<file path="src/rtl/flash_cmd_pkg.sv">
package flash_cmd_pkg;

  typedef enum logic [4:0] {
    ST_READ, ST_U1, ST_U2, ST_PGM_DATA, ST_PGM_BUSY,
    ST_ERS_SET, ST_ERS_U1, ST_ERS_U2, ST_ERS_WIN, ST_ERS_BUSY,
    ST_SUSP, ST_SU1, ST_SU2, ST_SPGM_DATA, ST_SPGM_BUSY,
    ST_BYP, ST_BYP_DATA, ST_BPGM_BUSY
  } seq_state_e;

  localparam logic [7:0] CMD_UNL1   = 8'hAA;
  localparam logic [7:0] CMD_UNL2   = 8'h55;
  localparam logic [7:0] CMD_PGM    = 8'hA0;
  localparam logic [7:0] CMD_ESETUP = 8'h80;
  localparam logic [7:0] CMD_BYPASS = 8'h20;
  localparam logic [7:0] CMD_SECT   = 8'h30;
  localparam logic [7:0] CMD_CHIP   = 8'h10;
  localparam logic [7:0] CMD_SUSP   = 8'hB0;
  localparam logic [7:0] CMD_RESUME = 8'h30;

endpackage

</file>
<file path="src/rtl/flash_wr_capture.sv">
module flash_wr_capture #(
  parameter int AW = 7
) (
  input  logic          clk,
  input  logic          rst_n,
  input  logic          hw_rst_n,
  input  logic          ce_n,
  input  logic          we_n,
  input  logic [AW-1:0] addr,
  input  logic [7:0]    wdata,
  output logic          stb_o,
  output logic [AW-1:0] addr_o,
  output logic [7:0]    data_o
);
  logic wr_low, wr_low_q, hit;

  assign wr_low = !(ce_n | we_n);
  assign hit    = wr_low && !wr_low_q && hw_rst_n;

  always_ff @(posedge clk or negedge rst_n) begin
    if (!rst_n) begin
      wr_low_q <= 1'b0;
      stb_o    <= 1'b0;
      addr_o   <= '0;
      data_o   <= '0;
    end else begin
      wr_low_q <= wr_low;
      stb_o    <= hit;
      if (hit) begin
        addr_o <= addr;
        data_o <= wdata;
      end
    end
  end
endmodule

</file>
<file path="src/rtl/flash_op_timer.sv">
module flash_op_timer #(
  parameter int CYC = 4
) (
  input  logic clk,
  input  logic rst_n,
  input  logic clr,
  input  logic start,
  input  logic run,
  output logic done
);
  localparam int CW = $clog2(CYC + 1);

  logic [CW-1:0] cnt, cnt_n;
  logic          act, act_n;

  assign done = act && run && (cnt == CW'(CYC - 1));

  always_comb begin
    act_n = act;
    cnt_n = cnt;
    if (clr) begin
      act_n = 1'b0;
      cnt_n = '0;
    end else if (start) begin
      act_n = 1'b1;
      cnt_n = '0;
    end else if (done) begin
      act_n = 1'b0;
    end else if (act && run) begin
      cnt_n = cnt + CW'(1);
    end
  end

  always_ff @(posedge clk or negedge rst_n) begin
    if (!rst_n) begin
      act <= 1'b0;
      cnt <= '0;
    end else begin
      act <= act_n;
      cnt <= cnt_n;
    end
  end
endmodule

</file>
<file path="src/rtl/flash_seq_ctrl.sv">
module flash_seq_ctrl
  import flash_cmd_pkg::*;
#(
  parameter int SECT_CNT = 8,
  parameter int SECT_AW  = 4,
  parameter int AW       = 7
) (
  input  logic                clk,
  input  logic                rst_n,
  input  logic                hw_rst_n,
  input  logic                stb,
  input  logic [AW-1:0]       a,
  input  logic [7:0]          d,
  input  logic [SECT_CNT-1:0] sect_prot,
  input  logic                pgm_done,
  input  logic                ers_done,
  input  logic                win_done,
  output logic                pgm_start,
  output logic                pgm_run,
  output logic                ers_start,
  output logic                ers_run,
  output logic                win_start,
  output logic                win_run,
  output logic [AW-1:0]       op_addr,
  output logic [7:0]          op_data,
  output logic [SECT_CNT-1:0] ers_mask,
  output logic                rdy
);
  localparam int SW = AW - SECT_AW;

  seq_state_e          st, st_n;
  logic [AW-1:0]       op_addr_n;
  logic [7:0]          op_data_n;
  logic [SECT_CNT-1:0] mask_n, sel_1h;
  logic [SW-1:0]       sec;
  logic                prot_hit;

  assign sec      = a[AW-1:SECT_AW];
  assign sel_1h   = SECT_CNT'(1) << sec;
  assign prot_hit = sect_prot[sec];

  assign pgm_run = (st == ST_PGM_BUSY) || (st == ST_SPGM_BUSY) || (st == ST_BPGM_BUSY);
  assign ers_run = (st == ST_ERS_BUSY);
  assign win_run = (st == ST_ERS_WIN);
  assign rdy     = !(pgm_run || ers_run);

  always_comb begin
    st_n      = st;
    op_addr_n = op_addr;
    op_data_n = op_data;
    mask_n    = ers_mask;
    pgm_start = 1'b0;
    ers_start = 1'b0;
    win_start = 1'b0;
    unique case (st)
      ST_READ:   if (stb && d == CMD_UNL1) st_n = ST_U1;
      ST_U1:     if (stb) st_n = (d == CMD_UNL2) ? ST_U2 : ST_READ;
      ST_U2:     if (stb) begin
                   unique case (d)
                     CMD_PGM:    st_n = ST_PGM_DATA;
                     CMD_ESETUP: st_n = ST_ERS_SET;
                     CMD_BYPASS: st_n = ST_BYP;
                     default:    st_n = ST_READ;
                   endcase
                 end
      ST_PGM_DATA: if (stb) begin
                   if (!prot_hit) begin
                     op_addr_n = a;
                     op_data_n = d;
                     pgm_start = 1'b1;
                     st_n      = ST_PGM_BUSY;
                   end else st_n = ST_READ;
                 end
      ST_PGM_BUSY: if (pgm_done) st_n = ST_READ;
      ST_ERS_SET: if (stb) st_n = (d == CMD_UNL1) ? ST_ERS_U1 : ST_READ;
      ST_ERS_U1:  if (stb) st_n = (d == CMD_UNL2) ? ST_ERS_U2 : ST_READ;
      ST_ERS_U2:  if (stb) begin
                   if (d == CMD_SECT) begin
                     mask_n    = sel_1h & ~sect_prot;
                     win_start = 1'b1;
                     st_n      = ST_ERS_WIN;
                   end else if (d == CMD_CHIP && (~sect_prot != '0)) begin
                     mask_n    = ~sect_prot;
                     ers_start = 1'b1;
                     st_n      = ST_ERS_BUSY;
                   end else st_n = ST_READ;
                 end
      ST_ERS_WIN: if (stb) begin
                   if (d == CMD_SECT) begin
                     mask_n    = ers_mask | (sel_1h & ~sect_prot);
                     win_start = 1'b1;
                   end else begin
                     mask_n = '0;
                     st_n   = ST_READ;
                   end
                 end else if (win_done) begin
                   if (ers_mask != '0) begin
                     ers_start = 1'b1;
                     st_n      = ST_ERS_BUSY;
                   end else st_n = ST_READ;
                 end
      ST_ERS_BUSY: if (ers_done) begin
                   mask_n = '0;
                   st_n   = ST_READ;
                 end else if (stb && d == CMD_SUSP) st_n = ST_SUSP;
      ST_SUSP:   if (stb) begin
                   if (d == CMD_UNL1) st_n = ST_SU1;
                   else if (d == CMD_RESUME) st_n = ST_ERS_BUSY;
                 end
      ST_SU1:    if (stb) st_n = (d == CMD_UNL2) ? ST_SU2 : ST_SUSP;
      ST_SU2:    if (stb) st_n = (d == CMD_PGM) ? ST_SPGM_DATA : ST_SUSP;
      ST_SPGM_DATA: if (stb) begin
                   if (!prot_hit && !ers_mask[sec]) begin
                     op_addr_n = a;
                     op_data_n = d;
                     pgm_start = 1'b1;
                     st_n      = ST_SPGM_BUSY;
                   end else st_n = ST_SUSP;
                 end
      ST_SPGM_BUSY: if (pgm_done) st_n = ST_SUSP;
      ST_BYP:    if (stb) st_n = (d == CMD_PGM) ? ST_BYP_DATA : ST_READ;
      ST_BYP_DATA: if (stb) begin
                   if (!prot_hit) begin
                     op_addr_n = a;
                     op_data_n = d;
                     pgm_start = 1'b1;
                     st_n      = ST_BPGM_BUSY;
                   end else st_n = ST_BYP;
                 end
      ST_BPGM_BUSY: if (pgm_done) st_n = ST_BYP;
      default:   st_n = ST_READ;
    endcase
    if (!hw_rst_n) begin
      st_n      = ST_READ;
      mask_n    = '0;
      pgm_start = 1'b0;
      ers_start = 1'b0;
      win_start = 1'b0;
    end
  end

  always_ff @(posedge clk or negedge rst_n) begin
    if (!rst_n) begin
      st       <= ST_READ;
      op_addr  <= '0;
      op_data  <= '0;
      ers_mask <= '0;
    end else begin
      st       <= st_n;
      op_addr  <= op_addr_n;
      op_data  <= op_data_n;
      ers_mask <= mask_n;
    end
  end
endmodule

</file>
<file path="src/rtl/flash_sector_array.sv">
module flash_sector_array #(
  parameter int SECT_CNT = 8,
  parameter int SECT_AW  = 4,
  parameter int AW       = 7
) (
  input  logic                clk,
  input  logic                rst_n,
  input  logic [AW-1:0]       rd_addr,
  input  logic                pgm_en,
  input  logic [AW-1:0]       pgm_addr,
  input  logic [7:0]          pgm_data,
  input  logic                ers_en,
  input  logic [SECT_CNT-1:0] ers_mask,
  output logic [7:0]          rdata
);
  localparam int SECT_BYTES = 1 << SECT_AW;
  localparam int SW         = AW - SECT_AW;

  logic [7:0]         sect_rd [SECT_CNT];
  logic [SW-1:0]      rd_sec, pg_sec;
  logic [SECT_AW-1:0] rd_off, pg_off;

  assign rd_sec = rd_addr[AW-1:SECT_AW];
  assign rd_off = rd_addr[SECT_AW-1:0];
  assign pg_sec = pgm_addr[AW-1:SECT_AW];
  assign pg_off = pgm_addr[SECT_AW-1:0];

  for (genvar s = 0; s < SECT_CNT; s++) begin : g_sect
    logic [7:0] mem [SECT_BYTES];
    logic       wipe, prog;

    assign wipe       = ers_en && ers_mask[s];
    assign prog       = pgm_en && (pg_sec == SW'(s));
    assign sect_rd[s] = mem[rd_off];

    always_ff @(posedge clk or negedge rst_n) begin
      if (!rst_n) begin
        for (int i = 0; i < SECT_BYTES; i++) mem[i] <= 8'hFF;
      end else if (wipe) begin
        for (int i = 0; i < SECT_BYTES; i++) mem[i] <= 8'hFF;
      end else if (prog) begin
        mem[pg_off] <= mem[pg_off] & pgm_data;
      end
    end
  end

  assign rdata = sect_rd[rd_sec];
endmodule

</file>
<file path="src/rtl/flash_cmd_top.sv">
module flash_cmd_top #(
  parameter int SECT_CNT = 8,
  parameter int SECT_AW  = 4,
  parameter int PGM_CYC  = 6,
  parameter int ERS_CYC  = 20,
  parameter int ERS_WIN  = 8,
  parameter int AW       = $clog2(SECT_CNT) + SECT_AW
) (
  input  logic                clk,
  input  logic                rst_n,
  input  logic                hw_rst_n,
  input  logic                ce_n,
  input  logic                we_n,
  input  logic [AW-1:0]       addr,
  input  logic [7:0]          wdata,
  input  logic [SECT_CNT-1:0] sect_prot,
  output logic [7:0]          rdata,
  output logic                rdy
);
  logic                wr_stb;
  logic [AW-1:0]       wr_addr, op_addr;
  logic [7:0]          wr_data, op_data;
  logic                pgm_start, pgm_run, pgm_done;
  logic                ers_start, ers_run, ers_done;
  logic                win_start, win_run, win_done;
  logic [SECT_CNT-1:0] ers_mask;
  logic                pgm_commit, ers_commit;

  assign pgm_commit = pgm_done && hw_rst_n;
  assign ers_commit = ers_done && hw_rst_n;

  flash_wr_capture #(.AW(AW)) i_cap (
    .clk, .rst_n, .hw_rst_n, .ce_n, .we_n, .addr, .wdata,
    .stb_o(wr_stb), .addr_o(wr_addr), .data_o(wr_data)
  );

  flash_seq_ctrl #(.SECT_CNT(SECT_CNT), .SECT_AW(SECT_AW), .AW(AW)) i_seq (
    .clk, .rst_n, .hw_rst_n, .stb(wr_stb), .a(wr_addr), .d(wr_data), .sect_prot,
    .pgm_done, .ers_done, .win_done, .pgm_start, .pgm_run, .ers_start, .ers_run,
    .win_start, .win_run, .op_addr, .op_data, .ers_mask, .rdy
  );

  flash_op_timer #(.CYC(PGM_CYC)) i_pgm_tmr (
    .clk, .rst_n, .clr(!hw_rst_n), .start(pgm_start), .run(pgm_run), .done(pgm_done)
  );

  flash_op_timer #(.CYC(ERS_CYC)) i_ers_tmr (
    .clk, .rst_n, .clr(!hw_rst_n), .start(ers_start), .run(ers_run), .done(ers_done)
  );

  flash_op_timer #(.CYC(ERS_WIN)) i_win_tmr (
    .clk, .rst_n, .clr(!hw_rst_n), .start(win_start), .run(win_run), .done(win_done)
  );

  flash_sector_array #(.SECT_CNT(SECT_CNT), .SECT_AW(SECT_AW), .AW(AW)) i_arr (
    .clk, .rst_n, .rd_addr(addr), .pgm_en(pgm_commit), .pgm_addr(op_addr),
    .pgm_data(op_data), .ers_en(ers_commit), .ers_mask, .rdata
  );
endmodule

</file>
<file path="config.mk">
export PLATFORM = sky130hd
export DESIGN_NAME = flash_cmd_top
export DESIGN_NICKNAME = d
export VERILOG_FILES = /design/src/rtl/flash_cmd_pkg.sv /design/src/rtl/flash_wr_capture.sv /design/src/rtl/flash_op_timer.sv /design/src/rtl/flash_seq_ctrl.sv /design/src/rtl/flash_sector_array.sv /design/src/rtl/flash_cmd_top.sv
export SDC_FILE = /design/constraint.sdc
export NUM_CORES = 2
export LEC_CHECK = 0
export BUFFER_PORTS_ARGS = -buffer_cell sky130_fd_sc_hd__buf_2
export CAP_MARGIN = 20
export CORE_MARGIN = 2
export CORE_UTILIZATION = 41
export CTS_CLUSTER_DIAMETER = 120
export CTS_CLUSTER_SIZE = 24
export DETAILED_ROUTE_END_ITERATION = 10
export SKIP_CTS_REPAIR_TIMING = 1
export SYNTH_ARGS = -nofsm -noshare
export SYNTH_HDL_FRONTEND = slang
export SYNTH_HIERARCHICAL = 1
export SYNTH_SLANG_ARGS = --single-unit
</file>
<file path="constraint.sdc">
create_clock -name clk -period 4.1 [get_ports clk]
set_clock_uncertainty 0.15 [all_clocks]
set_input_delay 0.205 -clock clk [delete_from_list [all_inputs] [get_ports clk]]
set_output_delay 0.205 -clock clk [all_outputs]
set_load 0.05 [all_outputs]
</file>
# Word level (Yosys, flattened, before mapping)
# Cells that the tools add are included.
# W data, S select, Z words.
# word_totals
out_inout_bits,9
wordCells,474
in_bits,28
regBits,1084
# classes
mux,176
magnitude_cmp,5
n_shift,1
n_eq_ne,72
n_addsub,3
n_bitwise,15
reduce_logical,60
# ops
op,n
$mux W128,16
$bwmux W128,8
$bmux W8 S4,16
$mux W8,46
$mux W5,31
$pmux W5 S18,1
$and A8 B8 Y8,9
$ne A3 B3 Y1 const B,19
$eq A5 B4 Y1 const B,8
$demux W8 S4,1
$eq A8 B8 Y1 const B,4
$logic_and A1 B1 Y1,31
$mux W3,10
$mux W7,4
$mux W1,27
$bmux W8 S3,1
$mux W4,6
$pmux W8 S3,1
$eq A5 B3 Y1 const B,4
$reduce_and A20 Y1,1
$ne A3 B1 Y1 const B,6
$reduce_bool A2 Y1,9
$eq A8 B6 Y1 const B,2
$pmux W8 S2,1
41 further kinds,70

# Logic depth before layout (Yosys ltp)
# depth
ltp_word,10
depth_mapped,15
depth_no_buf,11

# By module
# The synthesis kept the hierarchy.
# by_module_without_submodules
module,area_each_um2,cells_per_inst,seq_area_each_um2,n_inst
flash_sector_array,53572.6,3424,26905.8,1
flash_seq_ctrl,2351.0,260,700.7,1
flash_wr_capture,633.1,35,425.4,1
flash_op_timer (i_ers_tmr),319.1,34,150.1,1
flash_op_timer (i_win_tmr),266.5,29,125.1,1
flash_op_timer (i_pgm_tmr),225.2,24,100.1,1
flash_cmd_top,16.3,3,0.0,1

# Worst setup path after synthesis
# Ideal clock, no wire load.
# synth_path
path_kind,register -> register
from,register i_seq.st[4]
to,register i_arr/g_sect[0].mem[10] (netlist bit)
period_less_slack_ps,3555
path_stages_with_launch,16
setup_ps,75
arrival_ps,3330
slack_ps,545
path_cell_list,dfrtp_1 -> clkbuf_1 -> clkbuf_1 -> nor3_2 -> clkbuf_1 -> and2_1 -> nand2_1 -> nor2_1 -> and2_1 -> clkbuf_1 -> nand2_1 -> nand2b_1 -> clkbuf_1 -> clkbuf_1 -> nor2_1 -> a2bb2oi_1
# synth_via
word_cells_on_any_way,16
classes_between,4 x eq/ne; 1 x mux; 11 x reduce/logical
# synth_rtl
item,line_no,rtl
start: declaration,flash_seq_ctrl.sv:31,"seq_state_e st, st_n;"
start signal: assignment,flash_seq_ctrl.sv:149,st <= st_n;
$eq A5 B4 Y1 (*),flash_seq_ctrl.sv:43,assign ers_run = (st == ST_ERS_BUSY);
via ers_run,flash_cmd_top.sv:24,"logic ers_start, ers_run, ers_done;"
$logic_and A1 B1 Y1 (*) (2 in series),flash_op_timer.sv:16,assign done = act && run && (cnt == CW'(CYC - 1));
via ers_done,flash_cmd_top.sv:24,
$logic_and A1 B1 Y1 (*),flash_cmd_top.sv:30,assign ers_commit = ers_done && hw_rst_n;
via ers_commit,flash_cmd_top.sv:27,"logic pgm_commit, ers_commit;"
$logic_and A1 B1 Y1 (*),flash_sector_array.sv:32,assign wipe = ers_en && ers_mask[s];
$mux W128 or $reduce_bool A2 Y1 (tied branches),--,
end signal: indexed assignment,flash_sector_array.sv:42,mem[pg_off] <= mem[pg_off] & pgm_data;
end: declaration,flash_sector_array.sv:29,logic [7:0] mem [SECT_BYTES];
# The timed path passes the listed nets; every way through them passes the cells marked *.
# A chain may end at the register's enable or synchronous reset.

# Final worst setup path
# layout_path
from,register i_seq.st[0]
to,register i_arr/g_sect[5].mem[88] (netlist bit)
# layout_via
elab_chain_len,8
word_cells_on_any_way,16
classes_between,4 x eq/ne; 1 x mux; 11 x reduce/logical
# layout_rtl
item,line_no,rtl
$eq A5 B3 Y1 or $eq A5 B4 Y1 (tied branches),flash_seq_ctrl.sv:42,assign pgm_run = (st == ST_PGM_BUSY) || (st == ST_SPGM_BUSY) || (st == ST_BPGM_BUSY);
$logic_or A1 B1 Y1,flash_seq_ctrl.sv:42,
$logic_or A1 B1 Y1 (*),flash_seq_ctrl.sv:42,
via pgm_run,flash_cmd_top.sv:23,"logic pgm_start, pgm_run, pgm_done;"
$logic_and A1 B1 Y1 (*) (2 in series),flash_op_timer.sv:16,
via pgm_done,flash_cmd_top.sv:23,
$logic_and A1 B1 Y1 (*),flash_cmd_top.sv:29,assign pgm_commit = pgm_done && hw_rst_n;
via pgm_commit,flash_cmd_top.sv:27,
$logic_and A1 B1 Y1 (*),flash_sector_array.sv:33,assign prog = pgm_en && (pg_sec == SW'(s));
$reduce_bool A2 Y1 (no line) (*),--,
end signal: indexed assignment,flash_sector_array.sv:42,
end: declaration,flash_sector_array.sv:29,
# Marks and branches as above.

==> impl_metrics.json <==
{
  "synth_common_cells": "dfstp_2 (1024), a2bb2oi_1 (961), mux4_2 (657)",
  "wl_per_cell_um": 33.1,
  "worst_path_max_delay_cell": "nor2_1",
  "grt_usage_pct": 27.0,
  "cts_num_sinks": 1084,
  "period_share_pct": 97.4,
  "async_flop_share_pct": 100,
  "fp.dieArea_mm2": 0.143,
  "rows": 137,
  "die_h_um": 378,
  "ant_nets": 0,
  "vias": 39900,
  "post_drt_via_cell_ratio": 6.86,
  "cp_top_family": "simple AND/OR/NAND/NOR gates",
  "gp_congestion": 0.916,
  "path_class": "register to register",
  "path_cells": "nor3b_2 > a22o_1 > nand4_1 > inv_1 > and2_1 > buf_4 > nand4b_1 > nand2b_1 > nor2_1 > a2bb2oi_1",
  "overflow": 0,
  "clk_pin_slew_worst_paths_ns": 0.10,
  "synthFlopType": "dfstp_2",
  "path_buf_inv": 2,
  "multi_input_area_mm2": 0.0276,
  "synth_fp_nets": 3841,
  "nets": 3964,
  "outcome": "finished, final reports clean",
  "ctsHtreeMaxLevel": 2,
  "yosysMostFrequentCell": "dfstp_2",
  "finalSetupViolCount": 0,
  "synth-edff-count": 0,
  "io_buffer_count": 36,
  "hold_viol_final": 0,
  "drtPass1Iterations": 6,
  "syn_inst": 3809,
  "syn-cell-area_mm2": 0.0574,
  "antenna_found_initial": 5,
  "ir_drop_mv": 0.303,
  "avgSynthCellArea_um2": 15.1,
  "slew_violations": 0,
  "rsz0062_at_grt": "true",
  "crit_required_ns": 4.55,
  "p_leak_nw": 22.0,
  "grt_pass1_vias": 40000,
  "slew_headroom_pct": 22.4,
  "ys_seq_area_share_pct": 49.5,
  "worstHoldPathType": "primary input to asynchronous set/reset pin",
  "drv_cap": 0,
  "cts-buffers-inserted": 51,
  "min_period_ns": 3.99,
  "drive_gt1_share_pct": 54.8,
  "nFillCells": 12300,
  "synth.area.top_cells": "dfstp_2 (47%), mux4_2 (26%), a2bb2oi_1 (15%)",
  "drtIter0Drc": 4385,
  "grt_pass1_wl_um": 285000,
  "clock_path_buffers": 3,
  "place_area_mm2": 0.0615,
  "cts_tree": "yes",
  "seqCellArea_mm2": 0.0284,
  "worst_pin_slew_ns": 1.16,
  "critical-path-max-stage-delay_ns": 0.81,
  "synth_cell_types": 71,
  "synth.ff_latch_count": 1084,
  "clock-root-buffer": "clkbuf_16",
  "cp-end-kind": "register",
  "initial_core_util_pct": 41.2,
  "die_w_um": 378,
  "synth_top_area_share_pct": 46.9,
  "ys_warn_count": 6,
  "powerDensity_mw_per_mm2": 282,
  "area_delta_synth_final_pct": 10.0,
  "wirelength_um": 193000,
  "critPathArrivalTime_ns": 4.44,
  "cp_max_fo": 16,
  "design_area_mm2": 0.0631,
  "clock_latency_ns": 0.72,
  "fin_tns_setup_ns": 0,
  "fmax_mhz": 250,
  "drc": 0,
  "ios": 37,
  "core_mm2": 0.139,
  "dp_hpwl_um": 131000,
  "grt_max_degree": 86,
  "synth_top_area_cell": "dfstp_2",
  "start_kind": "register"
}
[sequential cells by signal, summed over array words and instances (netlist names), 4 cells and up]
name	count
i_arr/g_sect.mem	1024
i_cap/addr_o	7
i_cap/data_o	8
i_ers_tmr/cnt	5
i_seq/ers_mask	8
i_seq/op_addr	7
i_seq/op_data	8
i_seq/st	5
i_win_tmr/cnt	4
[metrics by stage]
stage | std cells | hold slack (ns) | power, mW | setup WS, ns | util, %
2_1_floorplan | 3809 | -0.241 | 11.6 | 0.545 | -
3_3_place_gp | 5730 | 0.181 | 12.1 | 0.0232 | 44.2
3_5_place_dp | 5730 | 0.181 | 12.1 | -0.00517 | 44.2
4_1_cts | 5793 | -0.598 | 18.0 | -0.0313 | 45.2
5_1_grt | 5818 | 0.0481 | 18.5 | -0.0872 | 45.4
6_report | 5820 | 0.0330 | 17.8 | 0.108 | 45.4
[path summary, 6_finish.rpt]
kind,to,slack [ns],cells after the start,startpoint
max in group asynchronous,i_arr/g_sect[5].mem[73],2.60,3,rst_n
min in group clk,i_cap/addr_o[0],0.11,3,addr[0]
max,i_arr/g_sect[5].mem[88],0.11,10,i_seq/st[0]
min,i_cap/addr_o[0],0.03,2,rst_n
min reg2reg,i_arr/g_sect[4].mem[11],0.36,1,i_arr/g_sect[4].mem[11]
max reg2reg,i_arr/g_sect[5].mem[88],0.11,10,i_seq/st[0]
[power by group]
group | internal [mW] | switching [mW] | total, mW
logic | 0.408 | 0.642 | 1.05
registers | 10.8 | 0.110 | 10.9
clock network | 2.28 | 3.60 | 5.89
[cell type report]
cell class	count	area share, %
Multi-Input combinational cell	2407	43.7
Timing Repair Buffer	374	5.30
Tap cell	1876	3.72
Clock buffer	58	2.06
Inverter	14	0.0832
Antenna cell	2	0.00793
Clock inverter	5	0.0812
Sequential cell	1084	45.0
[kinds of logic after synthesis]
| kind of cell | Yosys count | share of synthesized area [%] |
|---|---|---|
| buf+inv | 318 | 2.42 |
| compound gates | 1241 | 17.5 |
| fa+ha+maj | 4 | 0.0872 |
| xor+xnor | 1 | 0.0153 |
| mux | 710 | 26.8 |
| flops | 1084 | 49.5 |
| simple gates | 451 | 3.63 |
[metal layers]
metal	vias up	GRT usage (%)	wire length (um)
met3	323	6.59	18800
met5	-	0	0
li1	16000	-	-
met2	2003	40.7	87500
met4	0	8.86	7200
met1	21600	38.3	79200
[cell usage in the layout (no fill, tap or decap), types with 4 or more instances in the layout]
cell type,netlist,layout
a21oi_1,80,80
a22oi_1,4,4
a2bb2oi_1,961,961
a31oi_1,5,5
and2_1,7,7
buf_12,0,42
buf_2,105,31
buf_4,5,272
clkbuf_1,160,7
clkbuf_16,0,51
dfrtp_1,60,56
dfrtp_4,0,4
dfstp_2,1024,1024
dlygate4sd3_1,0,25
ha_1,4,4
inv_1,14,14
mux2_2,43,43
mux2i_1,7,7
mux4_2,657,657
nand2_1,104,104
nand2b_1,16,12
nand2b_2,0,4
nand3_1,16,16
nand4_1,10,10
nand4b_1,5,5
nand4bb_1,4,4
nor2_1,223,216
nor2_2,0,7
nor2b_1,10,10
nor3_1,17,17
nor4_1,4,4
o21ai_0,21,21
o21ai_1,120,120
o22a_1,8,8
o31a_1,9,9
or3_1,9,9
[worst reg2reg max path, cell delays in order (launching register included)]
cell and delay (ns):
dfrtp_1 0.45, nor3b_2 0.46, a22o_1 0.35, nand4_1 0.14, inv_1 0.09, and2_1 0.31
buf_4 0.25, nand4b_1 0.15, nand2b_1 0.53, nor2_1 0.82, a2bb2oi_1 0.18
Note: power is estimated with default switching activity, not from simulation.
